===== src/rtl/tfl_pkg.sv =====
package tfl_pkg;
  localparam int STEP_W = 4;
  localparam int ADDR_W = 4;
  localparam int DATA_W = 8;

  localparam logic [ADDR_W-1:0] ADDR_FEAT  = 4'd1;
  localparam logic [ADDR_W-1:0] ADDR_CNT   = 4'd2;
  localparam logic [ADDR_W-1:0] ADDR_SEC   = 4'd3;
  localparam logic [ADDR_W-1:0] ADDR_CYLLO = 4'd4;
  localparam logic [ADDR_W-1:0] ADDR_CYLHI = 4'd5;
  localparam logic [ADDR_W-1:0] ADDR_DRV   = 4'd6;
  localparam logic [ADDR_W-1:0] ADDR_CMD   = 4'd7;
  localparam logic [ADDR_W-1:0] ADDR_CTL   = 4'd14;

  localparam logic [DATA_W-1:0] CTL_LOW  = 8'h08;
  localparam logic [DATA_W-1:0] CTL_HIGH = 8'h88;
  localparam logic [DATA_W-1:0] DRV_SEL  = 8'hE0;
  localparam logic [DATA_W-1:0] DRV_EXT  = 8'h40;

  typedef enum logic [3:0] {
    CAP_NONE, CAP_CNT_HI, CAP_CNT_LO,
    CAP_L0, CAP_L1, CAP_L2, CAP_L3, CAP_L4, CAP_L5, CAP_NIB
  } cap_e;

  typedef struct packed {
    logic              load;
    logic              selWr;
    logic              run;
    logic [STEP_W-1:0] step;
  } tfl_strobe_t;

  typedef struct packed {
    logic              we;
    logic              re;
    logic [ADDR_W-1:0] addr;
    logic [DATA_W-1:0] data;
    logic              last;
    cap_e              cap;
  } access_t;

  function automatic access_t mkWr(logic [ADDR_W-1:0] a, logic [DATA_W-1:0] d, logic last);
    access_t r;
    r.we = 1'b1; r.re = 1'b0; r.addr = a; r.data = d; r.last = last; r.cap = CAP_NONE;
    return r;
  endfunction

  function automatic access_t mkRd(logic [ADDR_W-1:0] a, cap_e c, logic last);
    access_t r;
    r.we = 1'b0; r.re = 1'b1; r.addr = a; r.data = '0; r.last = last; r.cap = c;
    return r;
  endfunction
endpackage


===== src/rtl/tfl_ctrl.sv =====
module tfl_ctrl
  import tfl_pkg::*;
#(
  parameter int TIMEOUT_CYC = 64
) (
  input  logic        clk,
  input  logic        rstN,
  input  logic        reqValid,
  input  logic        reqRead,
  input  logic        devBsy,
  input  logic        lastStep,
  output tfl_strobe_t strobe,
  output logic        busy,
  output logic        done,
  output logic        timedOut
);
  localparam int CNT_W = $clog2(TIMEOUT_CYC + 1);

  typedef enum logic [1:0] {ST_IDLE, ST_SEL, ST_WAIT, ST_RUN} state_e;

  state_e            state;
  logic [CNT_W-1:0]  waitCnt;
  logic [STEP_W-1:0] step;

  always_ff @(posedge clk) begin
    if (!rstN) begin
      state    <= ST_IDLE;
      waitCnt  <= '0;
      step     <= '0;
      done     <= 1'b0;
      timedOut <= 1'b0;
    end else begin
      done <= 1'b0;
      unique case (state)
        ST_IDLE: if (reqValid) begin
          state    <= reqRead ? ST_RUN : ST_SEL;
          step     <= '0;
          timedOut <= 1'b0;
        end
        ST_SEL: begin
          state   <= ST_WAIT;
          waitCnt <= '0;
        end
        ST_WAIT: begin
          if (!devBsy) begin
            state <= ST_RUN;
            step  <= '0;
          end else if (waitCnt == CNT_W'(TIMEOUT_CYC - 1)) begin
            state    <= ST_IDLE;
            done     <= 1'b1;
            timedOut <= 1'b1;
          end else begin
            waitCnt <= waitCnt + 1'b1;
          end
        end
        ST_RUN: begin
          if (lastStep) begin
            state <= ST_IDLE;
            done  <= 1'b1;
          end else begin
            step <= step + 1'b1;
          end
        end
        default: state <= ST_IDLE;
      endcase
    end
  end

  always_comb begin
    strobe.load  = (state == ST_IDLE) && reqValid;
    strobe.selWr = (state == ST_SEL);
    strobe.run   = (state == ST_RUN);
    strobe.step  = step;
  end

  assign busy = (state != ST_IDLE);

  AST_WAIT_BOUND: assert property (@(posedge clk) disable iff (!rstN)
    (state == ST_WAIT) |-> (32'(waitCnt) < TIMEOUT_CYC));
  AST_TIMEOUT_ORIGIN: assert property (@(posedge clk) disable iff (!rstN)
    $rose(timedOut) |-> ($past(state) == ST_WAIT && $past(devBsy)));
  AST_DONE_PULSE: assert property (@(posedge clk) disable iff (!rstN)
    done |=> !done);
  AST_ACCEPT_BUSY: assert property (@(posedge clk) disable iff (!rstN)
    (!busy && reqValid) |=> busy);
endmodule


===== src/rtl/tfl_datapath.sv =====
module tfl_datapath
  import tfl_pkg::*;
(
  input  logic              clk,
  input  logic              rstN,
  input  tfl_strobe_t       strobe,
  input  logic              reqRead,
  input  logic              reqExt,
  input  logic              reqUnit,
  input  logic [15:0]       reqFeature,
  input  logic [15:0]       reqCount,
  input  logic [47:0]       reqLba,
  input  logic [7:0]        reqOpcode,
  input  logic [DATA_W-1:0] regRdata,
  output logic              regWe,
  output logic              regRe,
  output logic [ADDR_W-1:0] regAddr,
  output logic [DATA_W-1:0] regWdata,
  output logic              lastStep,
  output logic [15:0]       rdCount,
  output logic [47:0]       rdLba
);
  logic        rdLat, extLat, unitLat;
  logic [15:0] featLat, cntLat;
  logic [47:0] lbaLat;
  logic [7:0]  opLat;
  logic [7:0]  unitBits;
  access_t     acc;

  always_ff @(posedge clk) begin
    if (!rstN) begin
      rdLat <= 1'b0; extLat <= 1'b0; unitLat <= 1'b0;
      featLat <= '0; cntLat <= '0; lbaLat <= '0; opLat <= '0;
    end else if (strobe.load) begin
      rdLat <= reqRead; extLat <= reqExt; unitLat <= reqUnit;
      featLat <= reqFeature; cntLat <= reqCount; lbaLat <= reqLba; opLat <= reqOpcode;
    end
  end

  assign unitBits = {3'b000, unitLat, 4'b0000};

  always_comb begin
    acc = '0;
    if (strobe.selWr) begin
      acc = mkWr(ADDR_DRV, DRV_SEL | unitBits, 1'b0);
    end else if (strobe.run) begin
      unique case ({rdLat, extLat})
        2'b00: case (strobe.step)
          4'd0: acc = mkWr(ADDR_CTL, CTL_LOW, 1'b0);
          4'd1: acc = mkWr(ADDR_FEAT, featLat[7:0], 1'b0);
          4'd2: acc = mkWr(ADDR_CNT, cntLat[7:0], 1'b0);
          4'd3: acc = mkWr(ADDR_SEC, lbaLat[7:0], 1'b0);
          4'd4: acc = mkWr(ADDR_CYLLO, lbaLat[15:8], 1'b0);
          4'd5: acc = mkWr(ADDR_CYLHI, lbaLat[23:16], 1'b0);
          4'd6: acc = mkWr(ADDR_DRV, DRV_SEL | unitBits | {4'b0000, lbaLat[27:24]}, 1'b0);
          default: acc = mkWr(ADDR_CMD, opLat, 1'b1);
        endcase
        2'b01: case (strobe.step)
          4'd0:  acc = mkWr(ADDR_CTL, CTL_LOW, 1'b0);
          4'd1:  acc = mkWr(ADDR_FEAT, featLat[15:8], 1'b0);
          4'd2:  acc = mkWr(ADDR_FEAT, featLat[7:0], 1'b0);
          4'd3:  acc = mkWr(ADDR_CNT, cntLat[15:8], 1'b0);
          4'd4:  acc = mkWr(ADDR_CNT, cntLat[7:0], 1'b0);
          4'd5:  acc = mkWr(ADDR_SEC, lbaLat[31:24], 1'b0);
          4'd6:  acc = mkWr(ADDR_SEC, lbaLat[7:0], 1'b0);
          4'd7:  acc = mkWr(ADDR_CYLLO, lbaLat[39:32], 1'b0);
          4'd8:  acc = mkWr(ADDR_CYLLO, lbaLat[15:8], 1'b0);
          4'd9:  acc = mkWr(ADDR_CYLHI, lbaLat[47:40], 1'b0);
          4'd10: acc = mkWr(ADDR_CYLHI, lbaLat[23:16], 1'b0);
          4'd11: acc = mkWr(ADDR_DRV, DRV_EXT | unitBits, 1'b0);
          default: acc = mkWr(ADDR_CMD, opLat, 1'b1);
        endcase
        2'b10: case (strobe.step)
          4'd0: acc = mkRd(ADDR_CNT, CAP_CNT_LO, 1'b0);
          4'd1: acc = mkRd(ADDR_SEC, CAP_L0, 1'b0);
          4'd2: acc = mkRd(ADDR_CYLLO, CAP_L1, 1'b0);
          4'd3: acc = mkRd(ADDR_CYLHI, CAP_L2, 1'b0);
          default: acc = mkRd(ADDR_DRV, CAP_NIB, 1'b1);
        endcase
        default: case (strobe.step)
          4'd0: acc = mkWr(ADDR_CTL, CTL_HIGH, 1'b0);
          4'd1: acc = mkRd(ADDR_CNT, CAP_CNT_HI, 1'b0);
          4'd2: acc = mkRd(ADDR_SEC, CAP_L3, 1'b0);
          4'd3: acc = mkRd(ADDR_CYLLO, CAP_L4, 1'b0);
          4'd4: acc = mkRd(ADDR_CYLHI, CAP_L5, 1'b0);
          4'd5: acc = mkWr(ADDR_CTL, CTL_LOW, 1'b0);
          4'd6: acc = mkRd(ADDR_CNT, CAP_CNT_LO, 1'b0);
          4'd7: acc = mkRd(ADDR_SEC, CAP_L0, 1'b0);
          4'd8: acc = mkRd(ADDR_CYLLO, CAP_L1, 1'b0);
          default: acc = mkRd(ADDR_CYLHI, CAP_L2, 1'b1);
        endcase
      endcase
    end
  end

  assign regWe    = acc.we;
  assign regRe    = acc.re;
  assign regAddr  = acc.addr;
  assign regWdata = acc.data;
  assign lastStep = acc.last;

  always_ff @(posedge clk) begin
    if (!rstN) begin
      rdCount <= '0;
      rdLba   <= '0;
    end else if (strobe.load && reqRead) begin
      rdCount <= '0;
      rdLba   <= '0;
    end else if (acc.re) begin
      case (acc.cap)
        CAP_CNT_HI: rdCount[15:8] <= regRdata;
        CAP_CNT_LO: rdCount[7:0]  <= regRdata;
        CAP_L0:     rdLba[7:0]    <= regRdata;
        CAP_L1:     rdLba[15:8]   <= regRdata;
        CAP_L2:     rdLba[23:16]  <= regRdata;
        CAP_L3:     rdLba[31:24]  <= regRdata;
        CAP_L4:     rdLba[39:32]  <= regRdata;
        CAP_L5:     rdLba[47:40]  <= regRdata;
        CAP_NIB:    rdLba[27:24]  <= regRdata[3:0];
        default:    ;
      endcase
    end
  end

  AST_ONE_ACCESS: assert property (@(posedge clk) disable iff (!rstN)
    !(regWe && regRe));
  AST_CTL_BEFORE_LOAD: assert property (@(posedge clk) disable iff (!rstN)
    (strobe.selWr) |-> (regAddr == ADDR_DRV && regWdata[6]));
endmodule


===== src/rtl/taskfile_loader.sv =====
module taskfile_loader
  import tfl_pkg::*;
#(
  parameter int TIMEOUT_CYC = 64
) (
  input  logic        clk,
  input  logic        rstN,
  input  logic        reqValid,
  input  logic        reqRead,
  input  logic        reqExt,
  input  logic        reqUnit,
  input  logic [15:0] reqFeature,
  input  logic [15:0] reqCount,
  input  logic [47:0] reqLba,
  input  logic [7:0]  reqOpcode,
  output logic        busy,
  output logic        done,
  output logic        timedOut,
  input  logic        devBsy,
  output logic        regWe,
  output logic        regRe,
  output logic [3:0]  regAddr,
  output logic [7:0]  regWdata,
  input  logic [7:0]  regRdata,
  output logic [15:0] rdCount,
  output logic [47:0] rdLba
);
  tfl_strobe_t strobe;
  logic        lastStep;

  tfl_ctrl #(.TIMEOUT_CYC(TIMEOUT_CYC)) u_ctrl (
    .clk(clk), .rstN(rstN), .reqValid(reqValid), .reqRead(reqRead),
    .devBsy(devBsy), .lastStep(lastStep), .strobe(strobe),
    .busy(busy), .done(done), .timedOut(timedOut)
  );

  tfl_datapath u_dp (
    .clk(clk), .rstN(rstN), .strobe(strobe), .reqRead(reqRead), .reqExt(reqExt),
    .reqUnit(reqUnit), .reqFeature(reqFeature), .reqCount(reqCount), .reqLba(reqLba),
    .reqOpcode(reqOpcode), .regRdata(regRdata), .regWe(regWe), .regRe(regRe),
    .regAddr(regAddr), .regWdata(regWdata), .lastStep(lastStep),
    .rdCount(rdCount), .rdLba(rdLba)
  );

  AST_CMD_LAST: assert property (@(posedge clk) disable iff (!rstN)
    (regWe && regAddr == ADDR_CMD) |=> (done && !timedOut));
  AST_IDLE_QUIET: assert property (@(posedge clk) disable iff (!rstN)
    !busy |-> !(regWe || regRe));
  AST_DONE_NOT_BUSY: assert property (@(posedge clk) disable iff (!rstN)
    done |-> !busy);
endmodule


===== config.mk =====
export PLATFORM = sky130hd
export DESIGN_NAME = taskfile_loader
export DESIGN_NICKNAME = d
export VERILOG_FILES = /design/src/rtl/tfl_pkg.sv /design/src/rtl/tfl_ctrl.sv /design/src/rtl/tfl_datapath.sv /design/src/rtl/taskfile_loader.sv
export SDC_FILE = /design/constraint.sdc
export NUM_CORES = 1
export LEC_CHECK = 0
export BUFFER_PORTS_ARGS = -buffer_cell sky130_fd_sc_hd__buf_2
export CORE_MARGIN = 5
export CORE_UTILIZATION = 45
export DETAILED_ROUTE_END_ITERATION = 8
export GPL_ROUTABILITY_DRIVEN = 0
export GPL_TIMING_DRIVEN = 0
export PLACE_DENSITY = 0.66
export SYNTH_ARGS = -nofsm -noshare
export SYNTH_HDL_FRONTEND = slang
export SYNTH_SLANG_ARGS = --single-unit

===== constraint.sdc =====
create_clock -name clk -period 8.8 [get_ports clk]
set_input_delay 1.76 -clock clk [delete_from_list [all_inputs] [get_ports clk]]
set_output_delay 1.76 -clock clk [all_outputs]
set_load 0.005 [all_outputs]

Word-level counts from Yosys, hierarchy flattened
Memories as Yosys holds them, arrays and structs flattened. A register that Yosys moved wholly into a read port is not among the register bits.
Index checks and enable logic that the tools add are counted.
{ "totals": {"latchBits": 0, "mem_count": 1, "input_bits": 103, "ff_bits": 170, "out_inout_bits": 81, "mem_bits_ro": 208, "mem_bits_rw": 0} }
{ "memory_table": {"columns": ["memory", "depth", "word_bits", "rd", "rd_ports_with_merged_regs", "wr", "line_no", "source"], "rows": [
  ["(name not given)", 16, 13, 1, 1, 0, "tfl_datapath.sv:80", "default: case (strobe.step)"]
]} }
{ "classes": {"n_reduce_logical": 24, "n_mul": 0, "div": 0, "mux": 29, "bitwise_logic": 2, "add_sub_neg": 2, "n_lt_le_gt_ge": 0, "eq_ne": 34, "shifts": 0} }
{ "ops": {"columns": ["operator", "n"], "rows": [
  ["$pmux W17 S12", 1],
  ["$pmux W17 S7", 1],
  ["$pmux W16 S4", 1],
  ["$pmux W19 S3", 1],
  ["$mux W19", 2],
  ["$eq A4 B3 Y1 const B", 8],
  ["$eq A4 B4 Y1 const B", 6],
  ["$mux W4", 5],
  ["$reduce_and A2 Y1", 9],
  ["$eq A4 B2 Y1 const B", 4],
  ["$mux W7", 2],
  ["$pmux W7 S2", 1],
  ["$pmux W4 S3", 1],
  ["$mux W2", 5],
  ["$ne A2 B2 Y1 const B", 5],
  ["$eq A4 B1 Y1 const B", 2],
  ["$or A8 B4 Y8", 1],
  ["$pmux W2 S4", 1],
  ["$reduce_and A4 Y1", 2],
  ["$add A7 B1 Y7 const B", 1],
  ["$eq A7 B6 Y1 const B", 1],
  ["$eq A2 B2 Y1 const B", 3],
  ["$mux W1", 6],
  ["$reduce_and A3 Y1", 2],
  ["other kinds (12)", 20]
]} }

Depth between registers and ports, before layout
Gate-level depths: netlist (run 1).
{ "logic_depth": {"word_depth": 9, "ltp_mapped": 12, "depth_no_buf": 11} }

Modules after synthesis
Synthesis (run 1) repeated with hierarchy kept, for this count alone.
{ "unflattened": {"hier_cells": 927, "hier_area_um2": 8380.5} }
{ "by_module_without_submodules": {"columns": ["module", "cells_each", "n_inst", "area_each_um2", "seq_area_each_um2"], "rows": [
  ["tfl_datapath", 838, 1, 7622.3, 3103.0],
  ["tfl_ctrl", 89, 1, 758.2, 300.3]
]} }

Worst setup path after synthesis (run 1)
No wires, ideal clock.
{ "synth_path": {"path_type": "register to output", "startpoint": "register u_ctrl.step[0]", "endpoint": "output regWdata[4]", "n_path_buf": 1, "setup_slack_ns": 4.807, "required_time_ns": 7.040, "stages_incl_launch_ff": 9, "t_arrival_ns": 2.233, "path_cell_list": "dfxtp_1 -> inv_1 -> ha_1 -> buf_6 -> or3_4 -> or3_4 -> a21oi_2 -> a222oi_1 -> o21ai_0"} }
{ "synth_via": {"elab_chain_cells": 5, "word_cells_on_any_way": 17} }
{ "synth_lines": {"columns": ["element", "line_no", "source"], "rows": [
  ["start: declaration", "tfl_ctrl.sv:23", "logic [STEP_W-1:0] step;"],
  ["start signal: assignment", "tfl_ctrl.sv:61", "step <= step + 1'b1;"],
  ["$eq A4 B4 Y1, or another cell as far along", "tfl_datapath.sv:58", "2'b01: case (strobe.step)"],
  ["$pmux W17 S12 / $pmux W17 S7 (equally long branches)", "tfl_datapath.sv:58, tfl_datapath.sv:48", null],
  ["$pmux W19 S3 *", "tfl_datapath.sv:47", "unique case ({rdLat, extLat})"],
  ["$mux W19 *", "tfl_datapath.sv:46", "end else if (strobe.run) begin"],
  ["$mux W19 *", "tfl_datapath.sv:44", "if (strobe.selWr) begin"],
  ["end: declaration", "taskfile_loader.sv:23", "output logic [7:0] regWdata,"]
]} }
Every way passes the cells marked *; elsewhere a longest branch is shown, timed or not.

Final worst setup path (run 1)
{ "layout_path": {"startpoint": "register u_ctrl.step[0]", "endpoint": "output regWdata[2]"} }
Same word-level chain as after synthesis.

==> results of run 1 <==
==> worst max-delay path by stage <==
| stage | cells past startpoint | end | startpoint |
|---|---|---|---|
| after detailed placement | 9 | regWdata[4] | u_ctrl.step[0] |
| after floorplan | 8 | regWdata[4] | u_ctrl.step[0] |
| final | 11 | regWdata[2] | u_ctrl.step[0] |
| after global routing | 11 | regWdata[2] | u_ctrl.step[0] |
| after global placement | 9 | regWdata[4] | u_ctrl.step[0] |
| after CTS | 9 | regWdata[4] | u_ctrl.step[0] |
==> power breakdown <==
part | total [mW] | leakage, nW | internal (mW) | switching [mW]
Combinational | 0.196 | 2.65 | 0.0681 | 0.127
Clock | 0.802 | 0.304 | 0.396 | 0.406
Sequential | 0.882 | 1.47 | 0.849 | 0.0326
==> layer usage <==
metal,vias to the layer above,wire (um)
met5,-,27
met1,3936,12000
li1,3969,-
met4,4,828
met2,460,11920
met3,85,3437
==> cell usage in the layout (no fill, tap or decap), drive strengths merged, types with 12 or more instances in the layout <==
cell type,instances
nand2,230
buf,195
dfxtp,181
a21oi,112
nor2,99
clkbuf,79
mux2i,71
o21ai,31
inv,27
a22oi,18
nand3,16
ha,12
==> stage by stage <==
stage          util, %  area, um2  std cells  worst slack [ns]  power, mW
3_3_place_gp     51.60       9588       1435             4.254      1.087
2_1_floorplan        -       8424       1027             4.807      1.005
3_5_place_dp     51.60       9588       1435             4.274      1.090
4_1_cts          55.02      10220       1467             3.771      1.881
6_report         55.04      10230       1469             3.620      1.880
5_1_grt          55.04      10230       1469             3.495      1.944
==> final cells by class <==
class	count	area [um2]
antenna	2	5.005
buffer	83	350.3
clock inverter	15	209.0
clock buffer	17	425.4
tap	234	292.8
timing repair buffer	174	870.8
sequential	181	3623
multi-input combinational	745	4383
inverter	18	67.56
fill	1766	8353
==> state kept, by name, summed over array words and instances, names as in the netlist, named ones only <==
register	cells
u_dp.opLat	8
u_dp.unitLat	1
u_dp.cntLat	16
u_dp.extLat	1
u_dp.rdCount	16
u_dp.lbaLat	48
u_dp.featLat	16
u_ctrl.done	1
u_ctrl.state	2
u_ctrl.waitCnt	7
u_ctrl.timedOut	1
u_dp.rdLat	1
u_dp.rdLba	48
u_ctrl.step	4
==> cells by family after synthesis <==
| family | synth area share (%) |
|---|---|
| AND/OR/NAND/NOR | 21.40 |
| XOR/XNOR | 0.4158 |
| multiplexers | 8.703 |
| AO/OA/AOI/OAI | 19.72 |
| buffers and inverters | 4.961 |
| flip-flops | 43.01 |
| adder cells (fa/ha/maj) | 1.782 |
==> worst max-delay path, cell delays in order, from the launching register on <==
cell and delay [ns]:
dfxtp_1 0.45, inv_1 0.17, ha_1 0.26, clkbuf_1 0.26, and3b_1 0.26, clkbuf_1 0.25
a32o_1 0.28, a21oi_1 0.11, o221ai_1 0.14, a222oi_1 0.55, nor2_1 0.10, buf_2 0.15
==> results.json, run 1 <==
{
  "status": "complete, but fails checks",
  "violations": "DRC",
  "via_count": 8454,
  "post-cts-setup-buffer-count": 0,
  "slew_headroom_pct": 45.54,
  "async_flop_share_pct": 0,
  "yosysSeqAreaShare_pct": 43.01,
  "synth.distinct_cells": 76,
  "syn_inst": 1027,
  "synthTopCellsByArea": "dfxtp_1 43%, nand2_1 10%, mux2i_1 8.4%",
  "drtIter0Drc": 1009,
  "max_freq_mhz": 193.0,
  "grt_usage_pct": 25.43,
  "critPathRequiredTime_ns": 7.04,
  "yosysTopAreaCellShare_pct": 43.01,
  "grt_util_met1_pct": 34.86,
  "clock-sinks": 181,
  "grt_max_degree": 23,
  "clock_latency_ns": 0.45,
  "skew_ns": 0.01362,
  "rr_startpoint": "u_ctrl.step[0]",
  "cp-start-kind": "register",
  "crit_fanout": 10,
  "fin_tns_setup_ns": 0,
  "fin_nets": 1335,
  "synth_ff_type": "dfxtp_1",
  "routed_wl_um": 28210,
  "grt_setup_unrepaired": "no",
  "finalCritPeriodShare_pct": 58.87,
  "area_growth_pct": 21.40,
  "ys_ff_latch": 181,
  "busiest_layer": "met2",
  "finalHoldViolCount": 0,
  "reg2reg_slack_ns": 5.46,
  "clockBufferDepth": 2,
  "design.die.area_mm2": 0.02156,
  "tightest_slew_ns": 0.8169,
  "cts_tree": "yes",
  "yosysMostFrequentCell": "nand2_1",
  "min_delay_worst_endpoint": "u_dp.lbaLat[29]",
  "powerDensity_mw_per_mm2": 183.8,
  "synth-warning-count": 0,
  "cts_resized": 0,
  "yosys-top-cells-count": "226 x nand2_1, 181 x dfxtp_1, 111 x a21oi_1, 99 x nor2_1, 71 x mux2i_1",
  "setup_viol": 0,
  "dr.pass1.iters": 9,
  "core_area_mm2": 0.01858,
  "hold_path_depth": 2,
  "detailed_place_hpwl_um": 21150,
  "ir_drop_mv": 0.1628,
  "initial_core_util_pct": 45.34,
  "wl_per_cell_um": 19.20,
  "grt_util_met3_pct": 8.945,
  "cts_buffers": 17,
  "root_buffer": "clkbuf_16",
  "viasPerCell": 5.755,
  "crit_type": "reg -> out",
  "hp-class": "reg -> reg",
  "die_h_um": 146.8,
  "rows": 50,
  "synth_area_mm2": 0.008424,
  "pin_count": 184,
  "drive_above_1_share_pct": 19.79,
  "maxSlewViolCount": 0,
  "ctsHtreeMaxLevel": 4,
  "path_clk_slew_ns": 0.08,
  "syn-num-nets": 1142,
  "yosys.area.top_type": "dfxtp_1",
  "synth_edf_count": 0,
  "holdCritStartpoint": "u_dp.lbaLat[29]",
  "hold_buffers": 0,
  "period_minus_slack_ns": 5.180,
  "leakage_nw": 4.426,
  "syn_avg_cell_area_um2": 8.203,
  "holdWs_ns": 0.4599,
  "die_x_um": 146.8,
  "grt_pass1_wl_um": 43440,
  "io_buffers": 174,
  "gr-total-overflow": 0,
  "cp.arrival_ns": 3.42,
  "grt_pass1_vias": 7892,
  "grtUsageMet2_pct": 37.98,
  "critPathCaptureType": "primary output",
  "reg2reg_depth": 11,
  "postRouteAntennaNets": 0,
  "drc_errors": 1,
  "maxCapViolCount": 0,
  "antenna_found_initial": 4
}
Note: power is estimated with default switching activity, not from simulation.
==> run 2, diff against run 1 <==
ABC_AREA = 1   (was not set)
PLACE_DENSITY = 0.69   (was 0.66)
clock period = 4.37 ns   (was 8.8 ns; I/O delays follow)
==> run 2 against run 1 <==
Net effect:
- clock skew shrank 0.0040 ns
- combinational power grew to 4.9 times the previous value
- critical path depth shrank 1
- flip-flop and latch count is the same
- count of clock-buffer cells in the layout is the same
- largest cell class unchanged
- cell count grew 6.3%
- sequential power grew 120%
- the run now ends clean
- area after synthesis shrank 3.8%
- synthesized cell count grew 9.3%
==> results.json, run 2 <==
{
  "grt_usage_pct": 23.97,
  "final_common_cell": "nor2_1",
  "syn_avg_cell_area_um2": 7.219,
  "cp.arrival_ns": 2.83,
  "switchingPower_mw": 1.494,
  "crit_fanout": 10,
  "postRouteAntennaNets": 0,
  "critPathLaunch": "u_ctrl.step[0]",
  "pre_cts_ws_ns": 1.211,
  "status": "finished clean",
  "hp-class": "reg -> reg",
  "synthTopCellsByArea": "dfxtp_1 45%, nor2_1 12%, o21ai_0 10%",
  "grt_pass1_wl_um": 39040,
  "gr-total-overflow": 0,
  "critPathSlowestCell": "clkbuf_1",
  "path_clk_slew_ns": 0.07,
  "skew_ns": 0.009668,
  "grt_pass1_vias": 7534,
  "cp-start-kind": "register",
  "critPathCaptureType": "primary output",
  "post-cts-setup-buffer-count": 0,
  "yosys-top-cells-count": "258 x nor2_1, 181 x dfxtp_1, 169 x o21ai_0, 102 x nand2_1, 97 x inv_1",
  "power_frac_comb_pct": 21.6,
  "antenna_found_initial": 0,
  "intPower_mw": 2.955,
  "yosysSeqAreaShare_pct": 44.73,
  "reg_top3": "u_dp.lbaLat x48, u_dp.rdLba x48",
  "core_area_mm2": 0.01784,
  "slew_headroom_pct": 49.26,
  "cp.depth": 10,
  "detailed_place_hpwl_um": 19430,
  "hold_buffers": 0,
  "holdWs_ns": 0.4565,
  "endpoint": "regWdata[7]",
  "cts_resized": 0,
  "syn-num-nets": 1237,
  "clockBufferDepth": 2,
  "design.die.area_mm2": 0.02078,
  "max_stage_delay_ns": 0.43,
  "rows": 49,
  "fin_util_pct": 55.46,
  "drc_errors": 0,
  "period_minus_slack_ns": 3.709,
  "clock_latency_ns": 0.44,
  "root_buffer": "clkbuf_16",
  "synth_edf_count": 0,
  "viasPerCell": 5.359,
  "ctsHtreeMaxLevel": 4,
  "drtIter0Drc": 722,
  "layout_setup_ws_ns": 0.6611,
  "fin_tns_setup_ns": 0,
  "rr_startpoint": "u_ctrl.step[0]",
  "pin_count": 184,
  "area_growth_pct": 22.15,
  "maxCapViolCount": 0,
  "antennaDiodeCount": 0,
  "max_freq_mhz": 269.6,
  "seqPwrFrac_pct": 43.0,
  "cpLargestDelayFamily": "buffers and inverters",
  "setup_viol": 0,
  "fin_nets": 1434,
  "clock-sinks": 181,
  "grt_setup_unrepaired": "no",
  "synth-warning-count": 0,
  "synth.distinct_cells": 45,
  "yosysMostFrequentCell": "nor2_1",
  "ys_ff_latch": 181,
  "yosysTopAreaCellShare_pct": 44.73,
  "critPathRequiredTime_ns": 3.50,
  "die_x_um": 144.2,
  "reg2reg_depth": 20,
  "io_buffers": 178,
  "ir_drop_mv": 0.3220,
  "yosys.area.top_type": "dfxtp_1",
  "swShare_pct": 33.58,
  "grt_max_degree": 20,
  "wl_per_cell_um": 16.37,
  "syn_inst": 1122,
  "async_flop_share_pct": 0,
  "reg2reg_slack_ns": 1.37,
  "initial_core_util_pct": 45.40,
  "clkPwrFrac_pct": 35.4,
  "dr.pass1.iters": 7,
  "cp_common_cell": "nor2_1",
  "layout_common_cells": "258 x nor2_1, 185 x buf_2, 181 x dfxtp_1",
  "drive_above_1_share_pct": 20.57,
  "synth_area_mm2": 0.008100,
  "path_buf_inv": 3,
  "tightest_slew_ns": 0.7612,
  "cts_buffers": 17,
  "cts_tree": "yes",
  "die_h_um": 144.2,
  "routed_wl_um": 25550,
  "maxSlewViolCount": 0,
  "finalHoldViolCount": 0,
  "via_count": 8366,
  "worstPathCellList": "inv_1 > ha_1 > nand2_1 > clkbuf_1 > o22ai_1 > o31ai_1 > nand3_1 > nor2_1 > nor2_1 > buf_2",
  "finalCritPeriodShare_pct": 84.87,
  "crit_type": "reg -> out",
  "synth_ff_type": "dfxtp_1",
  "powerDensity_mw_per_mm2": 449.6,
  "leakage_nw": 4.592
}
run 2: changes by cell type after synthesis, moves of 31 or more:
cell and delta:
o21ai_0 +140, nor2_1 +159, o22ai_1 +31, nand2_1 -124, a21oi_1 -40, mux2i_1 -71
inv_1 +81
run 2: worst min path at each step:
stage	depth (start not counted)	slack [ns]	start	endpoint
floorplan	2	0.43	u_dp.lbaLat[40]	u_dp.lbaLat[40]
global placement	2	0.45	u_dp.lbaLat[32]	u_dp.lbaLat[32]
detailed placement	2	0.45	u_dp.lbaLat[32]	u_dp.lbaLat[32]
CTS	2	0.46	u_dp.lbaLat[32]	u_dp.lbaLat[32]
global route	2	0.48	u_dp.lbaLat[34]	u_dp.lbaLat[34]
finish	2	0.46	u_dp.lbaLat[32]	u_dp.lbaLat[32]
run 2: routing by layer:
| metal | share of wire, % | vias to the layer above | routed length (um) | GRT usage [%] |
|---|---|---|---|---|
| met5 | 0 | - | 0 | 0 |
| met4 | 2.6 | 0 | 657 | 8.051 |
| met3 | 11 | 55 | 2770 | 5.985 |
| met2 | 42 | 425 | 10610 | 35.11 |
| met1 | 45 | 3783 | 11510 | 34.55 |
| li1 | - | 4103 | - | - |
run 2: tightest hold or removal path, stage by stage, from the launching register on:
cell and delay, ns:
dfxtp_1 0.30, inv_1 0.06, a21oi_1 0.05
run 2: metrics by stage:
step / std cells / cell area (um2) / power [mW]
global placement: 1529 / 9278 / 2.867
global route: 1561 / 9894 / 4.657
finish: 1561 / 9894 / 4.448
CTS: 1561 / 9894 / 4.444
floorplan: 1122 / 8100 / 2.557
detailed placement: 1529 / 9278 / 2.885
run 2: area by class of cell:
| cell class | instances | area (um2) |
|---|---|---|
| Tap cell | 229 | 286.5 |
| Multi-Input combinational cell | 769 | 3785 |
| Timing Repair Buffer | 178 | 890.9 |
| Inverter | 119 | 450.4 |
| Clock buffer | 17 | 425.4 |
| Sequential cell | 181 | 3623 |
| Clock inverter | 15 | 191.4 |
| Buffer | 53 | 241.5 |
| Fill cell | 1733 | 7946 |
run 2: logic make-up (layout without fill, tap and decap cells):
group                    Yosys count  after routing  share of synthesized area [%]
AND/OR/NAND/NOR                  437            437                          22.88
AO/OA/AOI/OAI                    319            319                          21.89
flip-flops                       181            181                          44.73
buffers and inverters            172            382                          8.542
adder cells (fa/ha/maj)           12             12                          1.854
XOR/XNOR                           1              1                         0.1081
run 2: power by group through the flow:
stage	sequential, mW	combinational [mW]	clock [mW]
finish	1.91	0.963	1.57
global route	1.93	1.07	1.66
CTS	1.91	0.946	1.59
detailed placement	1.95	0.939	0
global placement	1.94	0.925	0
floorplan	1.91	0.642	0
==> run 3, diff against run 2 <==
PLACE_DENSITY = 0.66   (was 0.69)
clock period = 3.6 ns   (was 4.37 ns; I/O delays follow)
==> run 3 against run 2 <==
Net effect:
- die area is the same
- clock power grew 25%
- non-clock buffer count is the same
- cell area grew 0.20%
- combinational power grew 21%
- total power grew 23%
- critical path depth grew 1
- largest cell class unchanged
- highest routed layer unchanged
==> results.json, run 3 (same netlist as run 2, synthesis figures left out) <==
{
  "drive_above_1_share_pct": 20.80,
  "grt_setup_unrepaired": "no",
  "postRouteAntennaNets": 0,
  "dr.pass1.iters": 5,
  "routed_wl_um": 25470,
  "maxCapViolCount": 0,
  "path_clk_slew_ns": 0.07,
  "root_buffer": "clkbuf_16",
  "power_frac_comb_pct": 21.4,
  "slew_headroom_pct": 46.20,
  "powerDensity_mw_per_mm2": 550.3,
  "drtIter0Drc": 772,
  "clkPwrFrac_pct": 36.1,
  "layout_common_cells": "258 x nor2_1, 184 x buf_2, 181 x dfxtp_1",
  "die_x_um": 144.2,
  "swShare_pct": 31.59,
  "design.die.area_mm2": 0.02078,
  "antenna_found_initial": 0,
  "fin_nets": 1434,
  "grt_pass1_vias": 7528,
  "ctsHtreeMaxLevel": 4,
  "cp.arrival_ns": 2.71,
  "tightest_slew_ns": 0.8070,
  "clock_latency_ns": 0.43,
  "detailed_place_hpwl_um": 19440,
  "viasPerCell": 5.311,
  "initial_core_util_pct": 45.40,
  "io_buffers": 178,
  "cts_tree": "yes",
  "rows": 49,
  "max_freq_mhz": 291.6,
  "area_growth_pct": 22.40,
  "via_count": 8291,
  "leakage_nw": 4.606,
  "min_delay_worst_endpoint": "u_ctrl.timedOut",
  "critPathCaptureType": "primary output",
  "reg_top3": "u_dp.lbaLat x48, u_dp.rdLba x48",
  "clockBufferDepth": 2,
  "fin_util_pct": 55.57,
  "clock-sinks": 181,
  "finalCritPeriodShare_pct": 95.26,
  "grt_pass1_wl_um": 39360,
  "seqPwrFrac_pct": 42.5,
  "crit_type": "reg -> out",
  "switchingPower_mw": 1.724,
  "period_minus_slack_ns": 3.429,
  "holdCritStartpoint": "u_ctrl.timedOut",
  "rr_startpoint": "u_ctrl.step[0]",
  "cp-start-kind": "register",
  "reg2reg_depth": 20,
  "maxSlewViolCount": 0,
  "status": "finished clean",
  "hold_buffers": 0,
  "final_common_cell": "nor2_1",
  "setup_viol": 0,
  "fill_cells": 1765,
  "antennaDiodeCount": 0,
  "fin_tns_setup_ns": 0,
  "grt_max_degree": 17,
  "die_h_um": 144.2,
  "cts_buffers": 17,
  "finalHoldViolCount": 0,
  "reg2reg_slack_ns": 0.58,
  "critPathRequiredTime_ns": 2.88,
  "holdWs_ns": 0.4662,
  "gr-total-overflow": 0,
  "hp-class": "reg -> reg",
  "core_area_mm2": 0.01784,
  "crit_fanout": 10,
  "hold_path_depth": 2,
  "skew_ns": 0.009661,
  "ir_drop_mv": 0.4274,
  "grt_usage_pct": 24.19,
  "pin_count": 184,
  "intPower_mw": 3.732,
  "critPathLaunch": "u_ctrl.step[0]",
  "drc_errors": 0,
  "wl_per_cell_um": 16.32
}
-- run 3: cell types whose count changed in the layout (fill, tap and decap cells not counted), moves of 2 or more --
cell,delta
clkinv_8,-4
inv_8,-3
bufinv_16,+2
clkbuf_2,+2
clkbuf_8,+2
-- run 3: timing repair --
| action | CTS | global route |
|---|---|---|
| gates resized for setup | 0 | 7 |
| endpoints found under the setup margin | 0 | 7 |
| setup buffers | 0 | 0 |
-- run 3: critical path, cell delays in order, from the launching register on --
cell      delay (ns)
dfxtp_1         0.41
inv_1           0.11
ha_1            0.22
buf_6           0.14
nand2_1         0.21
clkbuf_4        0.26
o21ai_0         0.12
o31ai_2         0.36
nand3_1         0.12
nor2_1          0.13
nor2_1          0.07
buf_2           0.12
-- run 3: how the worst max path moves through the flow --
| stage | end | slack, ns | cells after the start |
|---|---|---|---|
| after floorplan | register | 1.07 | 20 |
| after global placement | register | 0.56 | 9 |
| after detailed placement | register | 0.56 | 9 |
| after CTS | regWdata[3] | 0.05 | 13 |
| after global routing | regWdata[7] | 0.03 | 11 |
| final | regWdata[7] | 0.17 | 11 |
-- run 3: final cells by class --
cell class                      count  area, um2  share of cell area (%)
Timing Repair Buffer              178      890.9                   8.985
Tap cell                          229      286.5                   2.890
Clock inverter                     12      166.4                   1.678
Clock buffer                       20      456.7                   4.606
Sequential cell                   181       3623                   36.55
Buffer                             53      246.5                   2.486
Multi-Input combinational cell    769       3794                   38.26
Inverter                          119      450.4                   4.543
-- run 3: power groups by stage --
stage / registers, mW / clock network (mW) / logic, mW
finish: 2.32 / 1.97 / 1.17
global route: 2.34 / 2.07 / 1.30
CTS: 2.32 / 1.99 / 1.15
detailed placement: 2.36 / 0 / 1.14
global placement: 2.36 / 0 / 1.13
floorplan: 2.32 / 0 / 0.780
-- run 3: per-layer routing --
layer / GRT usage, % / vias to the layer above / wire length, um
li1: - / 4108 / -
met4: 6.971 / 0 / 469
met3: 5.556 / 38 / 2522
met2: 35.72 / 376 / 10570
met5: 0 / - / 0
met1: 35.40 / 3769 / 11910
-- run 3: stage by stage --
stage	total power [mW]	instances	area [um2]	worst slack (ns)
CTS	5.456	1561	9901	0.05297
detailed placement	3.500	1529	9278	0.5630
floorplan	3.103	1122	8100	1.073
global route	5.717	1561	9915	0.02933
finish	5.456	1561	9915	0.1705
global placement	3.483	1529	9278	0.5631
